$ cat src/rtl/ntx_pkg.sv
package ntx_pkg;
    typedef enum logic [1:0] {
        ST_IDLE  = 2'd0,
        ST_ARMED = 2'd1,
        ST_SHIFT = 2'd2
    } tx_state_e;
endpackage

$ cat src/rtl/ntx_prescaler.sv
module ntx_prescaler #(
    parameter int SLOW_DIV = 4,
    parameter int FAST_DIV = 2
) (
    input  logic clk_i,
    input  logic rst_ni,
    input  logic fast_i,
    output logic tick_o
);
    localparam int CW = (SLOW_DIV > 2) ? $clog2(SLOW_DIV) : 1;
    localparam logic [CW-1:0] SLOW_LIM = CW'(SLOW_DIV - 1);
    localparam logic [CW-1:0] FAST_LIM = CW'(FAST_DIV - 1);

    logic [CW-1:0] cnt_q;
    logic [CW-1:0] limit;

    assign limit  = fast_i ? FAST_LIM : SLOW_LIM;
    assign tick_o = (cnt_q >= limit);

    always_ff @(posedge clk_i or negedge rst_ni) begin
        if (!rst_ni) begin
            cnt_q <= '0;
        end else if (tick_o) begin
            cnt_q <= '0;
        end else begin
            cnt_q <= cnt_q + CW'(1);
        end
    end
endmodule

$ cat src/rtl/ntx_slice_counter.sv
module ntx_slice_counter #(
    parameter int SLICES = 16
) (
    input  logic clk_i,
    input  logic rst_ni,
    input  logic tick_i,
    output logic roll_o
);
    localparam int SW = $clog2(SLICES);
    localparam logic [SW-1:0] LAST = SW'(SLICES - 1);

    logic [SW-1:0] slice_q;

    assign roll_o = tick_i && (slice_q == LAST);

    always_ff @(posedge clk_i or negedge rst_ni) begin
        if (!rst_ni) begin
            slice_q <= '0;
        end else if (tick_i) begin
            slice_q <= roll_o ? '0 : slice_q + SW'(1);
        end
    end
endmodule

$ cat src/rtl/ntx_frame_fsm.sv
module ntx_frame_fsm
    import ntx_pkg::*;
#(
    parameter int DATA_W = 8
) (
    input  logic              clk_i,
    input  logic              rst_ni,
    input  logic              roll_i,
    input  logic              wr_en_i,
    input  logic [DATA_W-1:0] wr_data_i,
    input  logic              ninth_i,
    input  logic              done_clr_i,
    output logic              txd_o,
    output logic              done_o,
    output tx_state_e         state_o,
    output logic              last_bit_o,
    output logic [DATA_W+2:0] frame_o
);
    localparam int FRAME_W = DATA_W + 3;
    localparam int BW      = $clog2(FRAME_W + 1);

    tx_state_e          state_q, state_d;
    logic [FRAME_W-1:0] frame_q;
    logic [BW-1:0]      left_q;
    logic               accept;
    logic               drive;

    assign accept     = (state_q == ST_IDLE) && wr_en_i;
    assign drive      = roll_i && (state_q != ST_IDLE);
    assign last_bit_o = roll_i && (state_q == ST_SHIFT) && (left_q == BW'(1));
    assign state_o    = state_q;
    assign frame_o    = frame_q;

    // Next-state selection
    always_comb begin
        state_d = state_q;
        unique case (state_q)
            ST_IDLE:  if (wr_en_i)    state_d = ST_ARMED;
            ST_ARMED: if (roll_i)     state_d = ST_SHIFT;
            ST_SHIFT: if (last_bit_o) state_d = ST_IDLE;
            default:                  state_d = ST_IDLE;
        endcase
    end

    // State register
    always_ff @(posedge clk_i or negedge rst_ni) begin
        if (!rst_ni) begin
            state_q <= ST_IDLE;
        end else begin
            state_q <= state_d;
        end
    end

    // Frame shifter, line driver and done flag
    always_ff @(posedge clk_i or negedge rst_ni) begin
        if (!rst_ni) begin
            frame_q <= '1;
            left_q  <= '0;
            txd_o   <= 1'b1;
            done_o  <= 1'b0;
        end else begin
            if (accept) begin
                frame_q <= {1'b1, ninth_i, wr_data_i, 1'b0};
                left_q  <= BW'(FRAME_W);
            end else if (drive) begin
                txd_o   <= frame_q[0];
                frame_q <= {1'b1, frame_q[FRAME_W-1:1]};
                left_q  <= left_q - BW'(1);
            end
            if (last_bit_o) begin
                done_o <= 1'b1;
            end else if (done_clr_i) begin
                done_o <= 1'b0;
            end
        end
    end
endmodule

$ cat src/rtl/nine_bit_tx.sv
module nine_bit_tx
    import ntx_pkg::*;
#(
    parameter int DATA_W   = 8,
    parameter int SLICES   = 16,
    parameter int SLOW_DIV = 4,
    parameter int FAST_DIV = 2
) (
    input  logic              clk_i,
    input  logic              rst_ni,
    input  logic              baud_fast_i,
    input  logic              wr_en_i,
    input  logic [DATA_W-1:0] wr_data_i,
    input  logic              ninth_i,
    input  logic              done_clr_i,
    output logic              txd_o,
    output logic              done_o
);
    logic              tick;
    logic              roll;
    logic              last_bit;
    tx_state_e         state;
    logic [DATA_W+2:0] frame;

    ntx_prescaler #(
        .SLOW_DIV (SLOW_DIV),
        .FAST_DIV (FAST_DIV)
    ) u_pre (
        .clk_i  (clk_i),
        .rst_ni (rst_ni),
        .fast_i (baud_fast_i),
        .tick_o (tick)
    );

    ntx_slice_counter #(
        .SLICES (SLICES)
    ) u_slice (
        .clk_i  (clk_i),
        .rst_ni (rst_ni),
        .tick_i (tick),
        .roll_o (roll)
    );

    ntx_frame_fsm #(
        .DATA_W (DATA_W)
    ) u_fsm (
        .clk_i      (clk_i),
        .rst_ni     (rst_ni),
        .roll_i     (roll),
        .wr_en_i    (wr_en_i),
        .wr_data_i  (wr_data_i),
        .ninth_i    (ninth_i),
        .done_clr_i (done_clr_i),
        .txd_o      (txd_o),
        .done_o     (done_o),
        .state_o    (state),
        .last_bit_o (last_bit),
        .frame_o    (frame)
    );
endmodule

$ cat config.mk
export PLATFORM = sky130hd
export DESIGN_NAME = nine_bit_tx
export DESIGN_NICKNAME = d
export VERILOG_FILES = /design/src/rtl/ntx_pkg.sv /design/src/rtl/ntx_prescaler.sv /design/src/rtl/ntx_slice_counter.sv /design/src/rtl/ntx_frame_fsm.sv /design/src/rtl/nine_bit_tx.sv
export SDC_FILE = /design/constraint.sdc
export NUM_CORES = 1
export LEC_CHECK = 0
export BUFFER_PORTS_ARGS = -buffer_cell sky130_fd_sc_hd__clkbuf_2
export CORE_MARGIN = 2
export CORE_UTILIZATION = 40
export DETAILED_ROUTE_END_ITERATION = 16
export GPL_TIMING_DRIVEN = 0
export SYNTH_ARGS = -nofsm -noshare
export SYNTH_HDL_FRONTEND = slang
export SYNTH_SLANG_ARGS = --single-unit
$ cat constraint.sdc
create_clock -name clk_i -period 1.6 [get_ports clk_i]
set_input_delay 0.24 -clock clk_i [delete_from_list [all_inputs] [get_ports clk_i]]
set_output_delay 0.24 -clock clk_i [all_outputs]
set_load 0.03 [all_outputs]
==> metrics.txt <==
outcome=finished with violations; failing checks=negative setup slack; vias in the first global route=818; HP Class=in2reg; # port buffers=15; Least-Margin Pin Slew=0.588 ns; Post-Syn Area=1170 um^2; fmax=621 MHz; H-tree depth=1; yosys warns=0; diodes inserted=0; unrepaired setup endpoints after global routing=true; Clock Pin Slew Worst Setup and Hold Paths=0.13 ns; worst slack at placement=-0.130 ns; Slew HR=between 60% and 70%; via count=809; fin crit period=1.61 ns; Placed Instance Area=1300 um^2; crit path max fanout=7; IR drop worst, VDD=1090 uV; Synth Instances=95; clk buf depth=2; die height=58.1 um; final setup fails=1; Req. time, crit path=1.81 ns; TritonRoute pass-1 iters=3; critical path endpoint category=flip-flop; layout net count=139; Die W=58.1 um; crit path launch type=flip-flop; initial antenna violation count=0; Final Hold Viols=0; clock share of power=12.8%; #FFs+latches synth=24; Setup WS post-layout=-0.0106 ns; sequential area share after synthesis=52.5%; Setup Skew=0.00165 ns; fin area=1440 um^2; Psw=836 uW; Core Box Area=2760 um^2; Power Dens Cells=1720 nW/um^2; CTS tree=built; TritonCTS Buffers=3; vias per cell=5.36; root buffer cell=clkbuf_4; first-pass GRT wire length=3520 um; Critical Path AT=1.82 ns; max cap viols=0; synth-to-layout area growth=23.4%; fin crit share=101%; P_leak=0.000621 uW; part of the power in combinational logic=between 30% and 40%; DRC viols=0; GR Overflow Total=0; Final Slew Violations=0; RD Place Congestion=around 0.65; share of post-route cells with drive strength above 1=47.5%; share of power burned in registers=48.1%; largest net degree at the start of global routing=25; drt wl/cell=14.1 um; post-route ant nets=0; gr usage total=13.7%; Total Wirelength=about 2100 um; Layout fillers=245; critical path class=reg2reg; Pint=about 1600 uW; Distinct cells, synth=37; syn nets=113; Ports=16; 1st-iter DRT viols=11; Detailed Place HPWL=1490 um; TNS Setup=-0.0106 ns; Worst-Skew Late Latency=between 0.3 and 0.4 ns; clock sink total=24; Std-Cell Rows=19; die area=3370 um^2; Initial Utilization=42.4%; Mapped Avg Cell Area=12.3 um^2; Post-Route Utilization=52.4%; sw frac=33.8%
## metrics by stage
| step | std cells | hold slack [ns] | power (uW) |
|---|---|---|---|
| 4_1_cts | 152 | 0.0754 | 2470 |
| 3_5_place_dp | 141 | 0.275 | 2030 |
| 2_1_floorplan | 95 | -0.0556 | 1820 |
| 3_3_place_gp | 141 | 0.269 | 1960 |
| 6_report | 151 | 0.0914 | 2480 |
| 5_1_grt | 151 | 0.0727 | 2680 |
## worst paths after layout
check | cells past startpoint | startpoint | end | slack [ns]
worst max-delay path | 6 | u_pre.cnt_q[1] | u_fsm.left_q[0] | -0.01
worst min-delay path | 3 | ninth_i | u_fsm.frame_o[9] | 0.09
worst max register to register | 6 | u_pre.cnt_q[1] | u_fsm.left_q[0] | -0.01
worst min register to register | 2 | u_fsm.frame_o[0] | u_fsm.frame_o[0] | 0.48
max in group asynchronous | 2 | rst_ni | u_fsm.frame_o[1] | 0.77
min in group asynchronous | 2 | rst_ni | u_fsm.left_q[3] | 0.44
## routing by layer
layer / part of all wire (%) / global-route usage (%) / routed length [um] / up-vias
li1: - / - / - / 397
met1: 46 / 17.4 / 985 / 395
met2: 49 / 22.9 / 1050 / 13
met3: 3.2 / 2.68 / 68 / 4
met4: 0.90 / 5.98 / 19 / 0
met5: 0 / 0 / 0 / -
## synthesized netlist by cell type, drive strengths merged
cell type	instances	area, um^2
dfrtp	13	325
dfstp	11	289
nand2b	8	50.1
nor2	8	40.0
o221a	8	90.1
inv	5	18.8
buf	4	30.0
ha	4	50.1
nand2	4	22.5
mux2	3	37.5
nor4	3	18.8
xnor2	3	26.3
a211oi	2	15.0
a21o	2	22.5
a21oi	2	13.8
a2bb2oi	2	17.5
nand4	2	18.8
or2b	2	15.0
a211o	1	8.76
a31oi	1	6.26
and2	1	6.26
and4	1	8.76
nor4b	1	8.76
o22ai	1	6.26
o2bb2ai	1	8.76
or2	1	6.26
xor2	1	8.76
## critical path: stages, from the launching register on
cell	delay, ns
dfrtp_1	0.43
ha_4	0.27
a21o_4	0.13
and4_1	0.19
buf_6	0.16
nand2_4	0.08
mux2_4	0.26
## cell usage in the layout (no fill, tap or decap), types with 2 or more instances in the layout
master / synthesis / layout
a2bb2oi_2: 0 / 2
buf_4: 2 / 6
buf_6: 1 / 2
clkbuf_2: 0 / 15
clkbuf_4: 0 / 3
dfrtp_1: 13 / 13
dfstp_2: 11 / 11
ha_1: 4 / 3
inv_1: 5 / 5
mux2_4: 1 / 2
nand2_1: 3 / 3
nand2b_1: 8 / 8
nor2_1: 6 / 6
nor4_1: 3 / 2
o221a_1: 4 / 4
o221a_2: 4 / 4
or2b_1: 2 / 2
xnor2_1: 3 / 3
## layout make-up
| type | instances | area [um^2] | area share, % |
|---|---|---|---|
| plain buffers | 3 | 30.0 | 2.08 |
| clock buffers | 4 | 36.3 | 2.51 |
| inverters | 5 | 18.8 | 1.30 |
| multi-input cells | 63 | 583 | 40.4 |
| flip-flops and latches | 24 | 614 | 42.5 |
| well taps | 31 | 38.8 | 2.69 |
| repair buffers | 21 | 123 | 8.49 |
## power groups by stage
stage	combinational (uW)	clock, uW	sequential [uW]
6_report	971	317	1190
5_1_grt	1080	366	1230
4_1_cts	952	336	1190
3_5_place_dp	841	0	1180
3_3_place_gp	796	0	1160
2_1_floorplan	666	0	1150
## timing repair
item / 4_1_cts / 5_1_grt
resized for setup: 4 / 4
cloned: 1 / 0
hold buffers: 1 / 0
pin swaps: 4 / 1
endpoints found under the setup margin: 17 / 15
hold endpoints to repair: 13 / 0
setup buffers: 5 / 0
## cells by family after synthesis
| group | count (synthesis) | synth area share (%) |
|---|---|---|
| buffers and inverters | 9 | 4.17 |
| XOR/XNOR | 4 | 3.00 |
| AO/OA/AOI/OAI | 20 | 16.1 |
| AND/OR/NAND/NOR | 31 | 16.7 |
| flip-flops | 24 | 52.5 |
| adder cells (fa/ha/maj) | 4 | 4.28 |
| multiplexers | 3 | 3.21 |
## registers in the layout, indices dropped and copies added (netlist names)
register	cells
u_fsm.frame_o	10
u_fsm.txd_o	1
u_fsm.state_o	2
u_fsm.done_o	1
u_fsm.left_q	4
u_slice.slice_q	4
u_pre.cnt_q	2
No activity file was read; power rests on OpenSTA's default activity.
